--- config.mk ---
export PLATFORM = sky130hd
export DESIGN_NAME = eeprom_ctl
export DESIGN_NICKNAME = d
export VERILOG_FILES = /design/src/rtl/eeprom_ctl.sv
export SDC_FILE = /design/constraint.sdc
export NUM_CORES = 1
export LEC_CHECK = 0
export BUFFER_PORTS_ARGS = -buffer_cell sky130_fd_sc_hd__buf_2
export CORE_MARGIN = 5
export CORE_UTILIZATION = 35
export DETAILED_ROUTE_END_ITERATION = 8
export GPL_TIMING_DRIVEN = 1
export PLACE_DENSITY = 0.53
export SYNTH_ARGS = -nofsm -noshare
export SYNTH_HDL_FRONTEND = slang
export SYNTH_SLANG_ARGS = --single-unit
--- constraint.sdc ---
create_clock -name clk -period 2.74 [get_ports clk]
set_input_delay 0.548 -clock clk [delete_from_list [all_inputs] [get_ports clk]]
set_output_delay 0.548 -clock clk [all_outputs]
set_load 0.02 [all_outputs]
--- src/rtl/eeprom_ctl.sv ---
module eeprom_ctl #(
  parameter int DIV_W   = 8,
  parameter int TMO_CYC = 4096
) (
  input  logic             clk,
  input  logic             rst_n,
  input  logic             soft_rst,
  input  logic [DIV_W-1:0] clk_div,
  input  logic             cmd_wr,
  input  logic [2:0]       cmd_op,
  input  logic [6:0]       cmd_addr,
  input  logic             data_wr,
  input  logic [7:0]       data_in,
  output logic             busy,
  output logic             init_busy,
  output logic [7:0]       rdata,
  output logic [47:0]      mac,
  output logic             mac_loaded,
  output logic             timeout,
  output logic             ee_cs,
  output logic             ee_sk,
  output logic             ee_do,
  input  logic             ee_di
);
  localparam int TW = $clog2(TMO_CYC + 1);
  localparam logic [7:0] SIG = 8'hA5;
  localparam logic [2:0] OP_READ = 3'd0, OP_WRITE = 3'd1, OP_ERASE = 3'd2, OP_WEN = 3'd3,
                         OP_WDIS = 3'd4, OP_WRALL = 3'd5, OP_ERALL = 3'd6, OP_RELOAD = 3'd7;

  typedef enum logic [2:0] {S_IDLE, S_SHIFT, S_GAP, S_POLL, S_DONE} st_t;

  st_t              st;
  logic [DIV_W-1:0] div_cnt;
  logic [17:0]      tx;
  logic [4:0]       bit_cnt, nbits;
  logic [7:0]       rx, data_q;
  logic             is_rd, need_poll, gap_cnt, auto_run;
  logic [TW-1:0]    tmo_cnt;
  logic [2:0]       idx;

  logic       tick, accept, launch, l_rd, l_poll;
  logic [2:0] l_op;
  logic [6:0] l_addr;
  logic [9:0] l_hdr;
  logic [4:0] l_nb;
  logic [2:0] bidx;

  assign tick   = (div_cnt == clk_div);
  assign accept = cmd_wr && !busy && !init_busy && !auto_run;
  assign launch = (st == S_IDLE && auto_run) || (accept && cmd_op != OP_RELOAD);
  assign l_op   = auto_run ? OP_READ : cmd_op;
  assign l_addr = auto_run ? {4'd0, idx} : cmd_addr;
  assign l_rd   = (l_op == OP_READ);
  assign l_poll = (l_op == OP_WRITE) || (l_op == OP_ERASE) || (l_op == OP_WRALL) || (l_op == OP_ERALL);
  assign l_nb   = l_rd ? 5'd19 : ((l_op == OP_WRITE || l_op == OP_WRALL) ? 5'd18 : 5'd10);
  assign bidx   = idx - 3'd1;
  assign ee_do  = (st == S_SHIFT) && tx[17];
  assign rdata  = data_q;

  always_comb begin
    case (l_op)
      OP_WRITE: l_hdr = {3'b101, l_addr};
      OP_ERASE: l_hdr = {3'b111, l_addr};
      OP_WEN:   l_hdr = {3'b100, 2'b11, 5'd0};
      OP_WDIS:  l_hdr = {3'b100, 2'b00, 5'd0};
      OP_WRALL: l_hdr = {3'b100, 2'b01, 5'd0};
      OP_ERALL: l_hdr = {3'b100, 2'b10, 5'd0};
      default:  l_hdr = {3'b110, l_addr};
    endcase
  end

  always_ff @(posedge clk or negedge rst_n) begin
    if (!rst_n) begin
      st <= S_IDLE; div_cnt <= '0; tx <= '0; bit_cnt <= '0; nbits <= '0;
      rx <= '0; data_q <= '0; is_rd <= 1'b0; need_poll <= 1'b0; gap_cnt <= 1'b0;
      tmo_cnt <= '0; idx <= '0; auto_run <= 1'b1; init_busy <= 1'b1;
      busy <= 1'b0; mac_loaded <= 1'b0; timeout <= 1'b0; ee_cs <= 1'b0; ee_sk <= 1'b0;
      mac <= '0;
    end else if (soft_rst) begin
      st <= S_IDLE; div_cnt <= '0; tx <= '0; bit_cnt <= '0; nbits <= '0;
      rx <= '0; data_q <= '0; is_rd <= 1'b0; need_poll <= 1'b0; gap_cnt <= 1'b0;
      tmo_cnt <= '0; idx <= '0; auto_run <= 1'b1; init_busy <= 1'b1;
      busy <= 1'b0; mac_loaded <= 1'b0; timeout <= 1'b0; ee_cs <= 1'b0; ee_sk <= 1'b0;
    end else begin
      div_cnt <= (tick || !(st == S_SHIFT || st == S_GAP)) ? '0 : div_cnt + 1'b1;
      if (data_wr && !busy) data_q <= data_in;
      if (accept) begin
        busy    <= 1'b1;
        timeout <= 1'b0;
        if (cmd_op == OP_RELOAD) begin
          auto_run   <= 1'b1;
          idx        <= '0;
          mac_loaded <= 1'b0;
        end
      end
      case (st)
        S_IDLE: if (launch) begin
          st        <= S_SHIFT;
          ee_cs     <= 1'b1;
          tx        <= {l_hdr, data_q};
          bit_cnt   <= '0;
          nbits     <= l_nb;
          is_rd     <= l_rd;
          need_poll <= l_poll;
        end
        S_SHIFT: if (tick) begin
          if (!ee_sk) begin
            ee_sk <= 1'b1;
            if (is_rd && bit_cnt >= 5'd11) rx <= {rx[6:0], ee_di};
          end else begin
            ee_sk <= 1'b0;
            if (bit_cnt == nbits - 5'd1) begin
              ee_cs   <= 1'b0;
              gap_cnt <= 1'b0;
              st      <= need_poll ? S_GAP : S_DONE;
            end else begin
              bit_cnt <= bit_cnt + 5'd1;
              tx      <= {tx[16:0], 1'b0};
            end
          end
        end
        S_GAP: if (tick) begin
          gap_cnt <= 1'b1;
          if (gap_cnt) begin
            ee_cs   <= 1'b1;
            tmo_cnt <= '0;
            st      <= S_POLL;
          end
        end
        S_POLL: begin
          if (ee_di) begin
            ee_cs <= 1'b0;
            st    <= S_DONE;
          end else if (tmo_cnt == TW'(TMO_CYC - 1)) begin
            ee_cs   <= 1'b0;
            timeout <= 1'b1;
            st      <= S_DONE;
          end else begin
            tmo_cnt <= tmo_cnt + 1'b1;
          end
        end
        default: begin
          st <= S_IDLE;
          if (auto_run) begin
            if (idx == 3'd0 && rx != SIG) begin
              auto_run  <= 1'b0;
              init_busy <= 1'b0;
              busy      <= 1'b0;
            end else begin
              if (idx != 3'd0) mac[{bidx, 3'b000} +: 8] <= rx;
              if (idx == 3'd6) begin
                mac_loaded <= 1'b1;
                auto_run   <= 1'b0;
                init_busy  <= 1'b0;
                busy       <= 1'b0;
              end else begin
                idx <= idx + 3'd1;
              end
            end
          end else begin
            busy <= 1'b0;
            if (is_rd) data_q <= rx;
          end
        end
      endcase
    end
  end
endmodule

==> flow_summary.yaml, run 1 <==
synth:
  yosysTopAreaCell: "dfrtp_1"
  ys_top_cells_by_count: "dfrtp_1 (125), nand2_1 (121), o21ai_0 (77), nor2_1 (55), clkbuf_1 (28)"
  yosysUniqueCellTypes: 56
  ys_ff_latch: 127
  synth_edf_count: 0
  ys.flop_type: "dfrtp_1"
  synth.top_cell.area_share_pct: 48.71
  syn_nets: 730
  postSynthCellCount: 682
  synth_most_common_cell: "dfrtp_1"
  yosys_warnings: 0
  synthTopCellsByArea: "dfrtp_1 (49%), nand2_1 (7.1%), o21ai_0 (6.0%)"
  ys_seq_area_share_pct: 49.53
  syn_area_um2: 6421
  postSynth.asyncResetShare_pct: 100.0
  avgSynthCellArea_um2: 9.415
global_route:
  overflow: 0
  antenna_found_initial: 0
  grt_pass1_vias: 5220
  grtUsageTotal_pct: 15.96
  grt_pass1_wl_mm: 27.62
  grt_max_degree: 41
pwr:
  netSwitchingFraction_pct: 30.38
  leakagePower_nw: 3.710
  netSwitchingPower_mw: 1.580
  p_per_area_nw_per_um2: 666.5
  p_clk_share_pct: 39.3
  ir_worst_vdd_mv: 0.4497
  p_int_mw: 3.620
  seqPwrFrac_pct: 41.2
  combinationalPowerShare_pct: 19.4
placement:
  gp_congestion: 0.8635
  portBuffers: 94
  pre_cts_slack_ns: 0.1960
  dp_cells: 994
  hpwlAfterDp_mm: 11.92
job:
  drv_cap: 0
sta:
  layout_min_cycle_time_ns: 2.498
  hold_viol: 0
  slew_viol_final: 0
  finalSetupViolations: 0
  setup_slack_ns: 0.2415
  fin_crit_sh_pct: 91.19
  tightest_slew_ns: 0.8217
  max-slew-margin-rel_pct: 45.11
  rsz0062_at_grt: "no"
  fin_skew_ns: 0.01648
  tns_ns: 0
  fmax_ghz: 0.4002
layout:
  nets: 832
  instances_no_fill: 1024
  fillCellCount: 1767
  diodes: 0
  final_layout_size_suffix_gt1_share_pct: 22.89
  syn2layout_area_growth_pct: 21.49
  multiInputGateArea_um2: 2997
  seqCellArea_um2: 3181
cts:
  cts_tree: "built"
  cts_buffers: 17
  post-cts-setup-buffer-count: 0
  cts.sinks: 127
  cts_root_buf: "clkbuf_16"
  clock_path_buffers: 2
  cts_max_level: 4
  insertion_delay_ns: 0.42
  clkTransAtPathRegs_ns: 0.06
detailed_routing:
  drc_errors: 0
  first_iter_violations: 266
  viasPerCell: 5.138
  drt_first_pass_iters: 4
  post_drt_wl_per_cell_um: 16.27
  vias: 5261
  finalWirelength_mm: 16.66
  postRouteAntennaNets: 0
worst_setup_path:
  arrival_ns: 2.82
  start_kind: "flip-flop"
  path_class: "reg2reg"
  crit_fanout: 40
  cp-end-kind: "flip-flop"
  crit_required_ns: 3.06
floorplanning:
  die-area_um2: 21160
  die_w_um: 145.5
  die_y_um: 145.5
  io_pins: 95
  start_util_pct: 35.62
  rows: 49
  core_area_um2: 18020
outcome:
  status: "completed"
min_path:
  hold_class: "in2async"
sequential cells by signal (all words and copies together) (netlist names):
name        count
ee_cs           1
div_cnt         8
nbits           4
rx              8
gap_cnt         1
timeout         1
bit_cnt         5
ee_sk           1
busy            1
need_poll       1
auto_run        1
tmo_cnt        13
mac            48
rdata           8
tx             18
mac_loaded      1
st              3
init_busy       1
idx             3
routing by layer:
layer	wire [um]	track usage [%]	vias to the layer above
met5	0	0	-
met4	208	4.757	0
met3	582	3.799	15
met2	7783	25.14	101
met1	8084	21.94	2569
li1	-	-	2576
power groups by stage:
stage                     combinational [mW]  sequential (mW)  clock [mW]
after floorplan                        0.715             2.14           0
after global placement                 0.990             2.18           0
after detailed placement                1.01             2.18           0
after CTS                               1.02             2.15        2.10
after global routing                    1.12             2.16        2.20
final                                   1.01             2.14        2.05
cells in the final DEF (no fill, tap or decap), drive strengths merged, types with 4 or more instances in the layout:
master and n:
nor2b 8, nand2b 5, nor2 55, nor4 5
nor3 11, buf 121, nand4 7, xnor2 12
and3 9, a22oi 5, inv 25, a211oi 9
xor2 8, mux2 9, mux2i 26, clkinvlp 4
o211ai 4, o21ai 79, clkinv 5, dfrtp 125
nand3 25, clkbuf 21, o31ai 17, a21oi 16
ha 16, nand2 121
cells by family after synthesis:
group,share of synthesized area [%]
mux,5.631
xor+xnor,3.079
compound gates,15.47
simple gates,19.27
buf+inv,3.897
fa+ha+maj,3.118
flops,49.53
path summary, 6_finish.rpt:
check                                     startpoint             endpoint  slack (ns)  depth (start not counted)
worst min-delay path                           rst_n   tx[10]$_DFFE_PN0P_         0.1                          1
worst min register to register   mac[25]$_DFFE_PN0P_  mac[25]$_DFFE_PN0P_        0.47                          2
worst max register to register  nbits[0]$_DFFE_PN0P_    tx[7]$_DFFE_PN0P_        0.24                          8
worst max-delay path            nbits[0]$_DFFE_PN0P_    tx[7]$_DFFE_PN0P_        0.24                          8
max in group asynchronous                      rst_n    timeout$_DFF_PN0_        1.83                          2
min in group clk                         cmd_addr[3]   tx[11]$_DFFE_PN0P_        0.45                          3
metrics by stage:
| stage | power (mW) | area (um^2) | utilization [%] | hold WS (ns) |
|---|---|---|---|---|
| 3_5_place_dp | 3.191 | 7252 | 40.23 | 0.4669 |
| 2_1_floorplan | 2.855 | 6421 | - | 0.2524 |
| 5_1_grt | 5.479 | 7801 | 43.28 | 0.1102 |
| 4_1_cts | 5.260 | 7795 | 43.25 | 0.09321 |
| 3_3_place_gp | 3.165 | 7252 | 40.23 | 0.4604 |
| 6_report | 5.200 | 7801 | 43.28 | 0.09663 |
what timing repair did:
action,CTS,global route
setup endpoints to repair,0,8
hold buffers,0,0
hold endpoints to repair,0,0
resized for setup,0,2
final cells by class:
type,count,share of cell area (%)
multi-input cells,492,38.41
clock buffers,21,6.159
inverters,25,1.203
well taps,229,3.673
repair buffers,121,8.982
clock inverters,9,0.8019
flip-flops and latches,127,40.77
critical path, stage by stage (launching register included):
cell and delay [ns]:
dfrtp_1 0.41, inv_1 0.08, ha_1 0.21, ha_1 0.20, xnor3_1 0.39, a2111oi_4 0.55, o21ai_2 0.12, buf_12 0.19
o31ai_2 0.24
Power figures use the tool's default switching activity.
==> run 2: changes to the inputs <==
--- a/config.mk
+++ b/config.mk
@@ -7,10 +7,10 @@
 export LEC_CHECK = 0
 export BUFFER_PORTS_ARGS = -buffer_cell sky130_fd_sc_hd__buf_2
 export CORE_MARGIN = 5
-export CORE_UTILIZATION = 35
+export CORE_UTILIZATION = 52
 export DETAILED_ROUTE_END_ITERATION = 8
 export GPL_TIMING_DRIVEN = 1
-export PLACE_DENSITY = 0.53
+export PLACE_DENSITY = 0.75
 export SYNTH_ARGS = -nofsm -noshare
 export SYNTH_HDL_FRONTEND = slang
 export SYNTH_SLANG_ARGS = --single-unit
==> flow_summary.yaml, run 2 (synthesis results as in run 1) <==
global_route:
  grtUsageTotal_pct: 23.40
  grt_pass1_vias: 5380
  overflow: 0
  grt_pass1_wl_mm: 26.97
  grt_max_degree: 50
  antenna_found_initial: 0
floorplanning:
  die_y_um: 121.1
  die-area_um2: 14670
  core_area_um2: 12060
  start_util_pct: 53.24
  io_pins: 95
  rows: 40
  die_w_um: 121.1
sta:
  layout_min_cycle_time_ns: 2.491
  fin_skew_ns: 0.01092
  slew_viol_final: 0
  fin_crit_sh_pct: 90.93
  fin_hold_ws_ns: 0.1572
  setup_slack_ns: 0.2486
  fmax_ghz: 0.4014
  tightest_slew_ns: 0.8263
  rsz0062_at_grt: "no"
  hold_viol: 0
  max-slew-margin-rel_pct: 44.80
  finalSetupViolations: 0
  tns_ns: 0
cts:
  hold_buffers: 0
  cts_tree: "built"
  clkTransAtPathRegs_ns: 0.06
  clock_path_buffers: 2
  cts_buffers: 17
  cts_max_level: 4
  cts_root_buf: "clkbuf_16"
  insertion_delay_ns: 0.43
  cts.sinks: 127
pwr:
  combinationalPowerShare_pct: 18.1
  netSwitchingPower_mw: 1.652
  ir_worst_vdd_mv: 0.5034
  seqPwrFrac_pct: 38.9
  p_clk_share_pct: 43.0
  leakagePower_nw: 3.725
  p_int_mw: 3.836
  netSwitchingFraction_pct: 30.11
  p_per_area_nw_per_um2: 705.5
worst_setup_path:
  r2r_cells: 7
  start_kind: "flip-flop"
  path_class: "reg2reg"
  crit_cells: 7
  cp-end-kind: "flip-flop"
  slowest_delay_ns: 0.44
  cp_cell_sequence: "inv_1 > ha_1 > xnor2_1 > ha_1 > nor4_2 > nand3_2 > mux2_2"
  crit_family: "simple AND/OR/NAND/NOR gates"
  crit_required_ns: 3.05
  crit_fanout: 8
  arrival_ns: 2.80
  critPathBufInv: 1
  slowest_stage: "dfrtp_1"
  cpMostUsedCell: "ha_1"
detailed_routing:
  first_iter_violations: 567
  viasPerCell: 5.583
  post_drt_wl_per_cell_um: 16.87
  finalWirelength_mm: 16.22
  drt_first_pass_iters: 6
  postRouteAntennaNets: 0
  drc_errors: 0
  vias: 5365
placement:
  hpwlAfterDp_mm: 11.06
  gp_congestion: 0.8621
  placed_cell_area_um2: 7138
  pre_cts_slack_ns: 0.2108
  portBuffers: 94
outcome:
  status: "completed"
layout:
  utilization_pct: 64.50
  diodes: 0
  final_cell_mix: "dfrtp_1 (125), nand2_1 (121), buf_2 (93), o21ai_0 (77), nor2_1 (55)"
  largest_reg_flops: 48
  largest_register: "mac"
  final_common_cell: "dfrtp_1"
  syn2layout_area_growth_pct: 21.16
  post-route-cell-area_um2: 7780
  final_layout_size_suffix_gt1_share_pct: 22.82
  nets: 828
  top_regs: "mac x48, tx x18, tmo_cnt x13"
min_path:
  hold_class: "in2async"
job:
  drv_cap: 0
[run 2: changes by cell type in the layout (fill, tap and decap cells not counted), sizes merged]
cell / before / now
buf: 121 / 117
clkinvlp: 4 / 3
bufinv: 0 / 3
inv: 25 / 28
clkbuf: 21 / 18
[run 2: worst paths after layout]
check                                     from                   end  slack, ns
setup / recovery              idx[1]$_DFF_PN0_    mac[5]$_DFFE_PN0P_       0.25
hold / removal                           rst_n  div_cnt[6]$_DFF_PN0_       0.16
setup reg to reg              idx[1]$_DFF_PN0_    mac[5]$_DFFE_PN0P_       0.25
hold reg to reg            mac[17]$_DFFE_PN0P_   mac[17]$_DFFE_PN0P_       0.48
max in group asynchronous                rst_n   mac[28]$_DFFE_PN0P_       1.90
min in group clk                   cmd_addr[4]    tx[12]$_DFFE_PN0P_       0.42
[run 2: layer usage]
metal / wire (um) / GRT usage [%] / vias to the layer above
met4: 196 / 6.941 / 0
met5: 0 / 0 / -
met2: 8012 / 37.79 / 173
met1: 7057 / 31.12 / 2603
met3: 949 / 6.154 / 21
li1: - / - / 2568
[run 2: worst reg2reg max path, cell delays in order (launching register included)]
cell,delay [ns]
dfrtp_1,0.44
inv_1,0.12
ha_1,0.21
xnor2_1,0.28
ha_1,0.35
nor4_2,0.38
nand3_2,0.26
mux2_2,0.34
[run 2: timing repair]
item | in CTS | in global routing
gates resized for setup | 0 | 3
setup buffers | 0 | 1
setup endpoints to repair | 0 | 24
endpoints found under the hold margin | 0 | 0
[run 2: final cells by class]
class                   count  area, um^2
flip-flops and latches    127        3181
clock inverters            14       182.7
clock buffers              18       439.2
well taps                 168       210.2
fillers                   940        4282
repair buffers            117       670.6
multi-input cells         492        3003
inverters                  25       93.84
[run 2: through the flow]
stage / power, mW / cells
2_1_floorplan: 2.855 / 682
3_3_place_gp: 3.110 / 928
3_5_place_dp: 3.154 / 928
4_1_cts: 5.521 / 960
5_1_grt: 5.742 / 961
6_report: 5.489 / 961
[run 2: power groups by stage]
stage	Clock [mW]	Combinational [mW]	Sequential [mW]
finish	2.36	0.994	2.14
global route	2.48	1.11	2.15
CTS	2.39	1.00	2.13
detailed placement	0	0.987	2.17
global placement	0	0.954	2.16
floorplan	0	0.715	2.14
==> run 3: changes to the inputs <==
--- a/config.mk
+++ b/config.mk
@@ -7,10 +7,10 @@
 export LEC_CHECK = 0
 export BUFFER_PORTS_ARGS = -buffer_cell sky130_fd_sc_hd__buf_2
 export CORE_MARGIN = 5
-export CORE_UTILIZATION = 52
+export CORE_UTILIZATION = 60
 export DETAILED_ROUTE_END_ITERATION = 8
 export GPL_TIMING_DRIVEN = 1
-export PLACE_DENSITY = 0.75
+export PLACE_DENSITY = 0.81
 export SYNTH_ARGS = -nofsm -noshare
 export SYNTH_HDL_FRONTEND = slang
 export SYNTH_SLANG_ARGS = --single-unit
==> constraint.sdc (replaced) <==
create_clock -name clk -period 3.16 [get_ports clk]
set_input_delay 0.632 -clock clk [delete_from_list [all_inputs] [get_ports clk]]
set_output_delay 0.632 -clock clk [all_outputs]
set_load 0.02 [all_outputs]
==> flow_summary.yaml, run 3 (synthesis results as in run 1) <==
placement:
  hpwlAfterDp_mm: 11.10
  dp_cells: 887
  portBuffers: 94
  gp_congestion: 0.8612
  pre_cts_slack_ns: 0.4384
sta:
  fin_skew_ns: 0.008973
  slew_viol_final: 0
  fmax_ghz: 0.3556
  layout_min_cycle_time_ns: 2.812
  max-slew-margin-rel_pct: 44.09
  finalSetupViolations: 0
  tns_ns: 0
  fin_hold_ws_ns: 0.1758
  setup_slack_ns: 0.3475
  tightest_slew_ns: 0.8369
  hold_viol: 0
  fin_crit_sh_pct: 89.00
  rsz0062_at_grt: "no"
floorplanning:
  start_util_pct: 61.92
  rows: 37
  core_area_um2: 10370
  die_y_um: 113.5
  die-area_um2: 12870
  io_pins: 95
  die_w_um: 113.5
pwr:
  netSwitchingFraction_pct: 29.71
  combinationalPowerShare_pct: 18.7
  seqPwrFrac_pct: 40.0
  netSwitchingPower_mw: 1.378
  p_clk_share_pct: 41.3
  ir_worst_vdd_mv: 0.6318
  p_int_mw: 3.260
  p_per_area_nw_per_um2: 609.5
  leakagePower_nw: 3.669
worst_setup_path:
  reg2reg_to: "mac[0]$_DFFE_PN0P_"
  critPathLaunch: "idx[0]$_DFF_PN0_"
  crit_required_ns: 3.57
  arrival_ns: 3.22
  r2r-start: "idx[0]$_DFF_PN0_"
  regToRegSetupSlack_ns: 0.35
  cp-end-kind: "flip-flop"
  path_class: "reg2reg"
  r2r_cells: 7
  start_kind: "flip-flop"
  crit_fanout: 11
layout:
  nets: 818
  largest_register: "mac"
  final_cell_mix: "dfrtp_1 (125), nand2_1 (121), buf_2 (93), o21ai_0 (77), nor2_1 (55)"
  largest_reg_flops: 48
  instances_no_fill: 919
  diodes: 0
  top_regs: "mac x48, tx x18, tmo_cnt x13"
  final_layout_size_suffix_gt1_share_pct: 21.46
  utilization_pct: 73.38
  syn2layout_area_growth_pct: 18.51
  final_common_cell: "dfrtp_1"
min_path:
  hold_class: "in2async"
global_route:
  grt_pass1_wl_mm: 27.30
  grt_pass1_vias: 5597
  overflow: 0
  grt_max_degree: 58
  grtUsageTotal_pct: 26.57
  antenna_found_initial: 0
detailed_routing:
  vias: 5516
  post_drt_wl_per_cell_um: 17.52
  postRouteAntennaNets: 0
  first_iter_violations: 619
  drc_errors: 0
  viasPerCell: 6.002
  drt_first_pass_iters: 5
  finalWirelength_mm: 16.10
cts:
  hold_buffers: 0
  post_cts_resized: 0
  post-cts-setup-buffer-count: 0
  insertion_delay_ns: 0.53
  cts_tree: "built"
  clock_path_buffers: 2
  clkTransAtPathRegs_ns: 0.06
  cts_max_level: 4
  cts.sinks: 127
  cts_root_buf: "clkbuf_8"
  cts_buffers: 17
job:
  drv_cap: 0
outcome:
  status: "completed"
## run 3: metrics by stage
| stage | total power [mW] | instance area [um^2] |
|---|---|---|
| CTS | 4.651 | 7610 |
| global route | 4.848 | 7610 |
| finish | 4.638 | 7610 |
| detailed placement | 2.719 | 7018 |
| floorplan | 2.475 | 6421 |
| global placement | 2.678 | 7018 |
## run 3: worst max path at each step
stage / endpoint / depth (start not counted) / slack (ns)
after floorplan: mac[46]$_DFFE_PN0P_ / 11 / 0.56
after global placement: tmo_cnt[10]$_DFFE_PN0P_ / 6 / 0.66
after detailed placement: mac[0]$_DFFE_PN0P_ / 7 / 0.44
after CTS: mac[0]$_DFFE_PN0P_ / 7 / 0.42
after global routing: mac[46]$_DFFE_PN0P_ / 8 / 0.17
final: mac[0]$_DFFE_PN0P_ / 7 / 0.35
## run 3: routing by layer
layer	track usage, %	routed length [um]	vias up
li1	-	-	2548
met1	34.38	6606	2681
met2	42.26	7880	241
met3	7.374	1145	46
met4	11.38	467	0
met5	0	0	-
## run 3: final cells by class
class                           instances  area (um^2)
Timing Repair Buffer                  107        583.1
Clock buffer                           22        483.0
Inverter                               25        93.84
Clock inverter                         10        108.9
Fill cell                             752         2760
Sequential cell                       127         3181
Tap cell                              136        170.2
Multi-Input combinational cell        492         2990
## run 3: power groups by stage
stage          combinational, mW  sequential (mW)  clock, mW
4_1_cts                    0.862             1.85       1.94
2_1_floorplan              0.620             1.86          0
3_3_place_gp               0.811             1.87          0
6_report                   0.867             1.86       1.91
3_5_place_dp               0.847             1.87          0
5_1_grt                    0.957             1.87       2.02
## run 3: critical path, stage by stage, from the launching register on
cell and delay (ns):
dfrtp_1 0.54, inv_1 0.18, ha_1 0.24, xnor2_1 0.25, ha_1 0.32, nor4_1 0.39, nand3_1 0.38, mux2_2 0.39
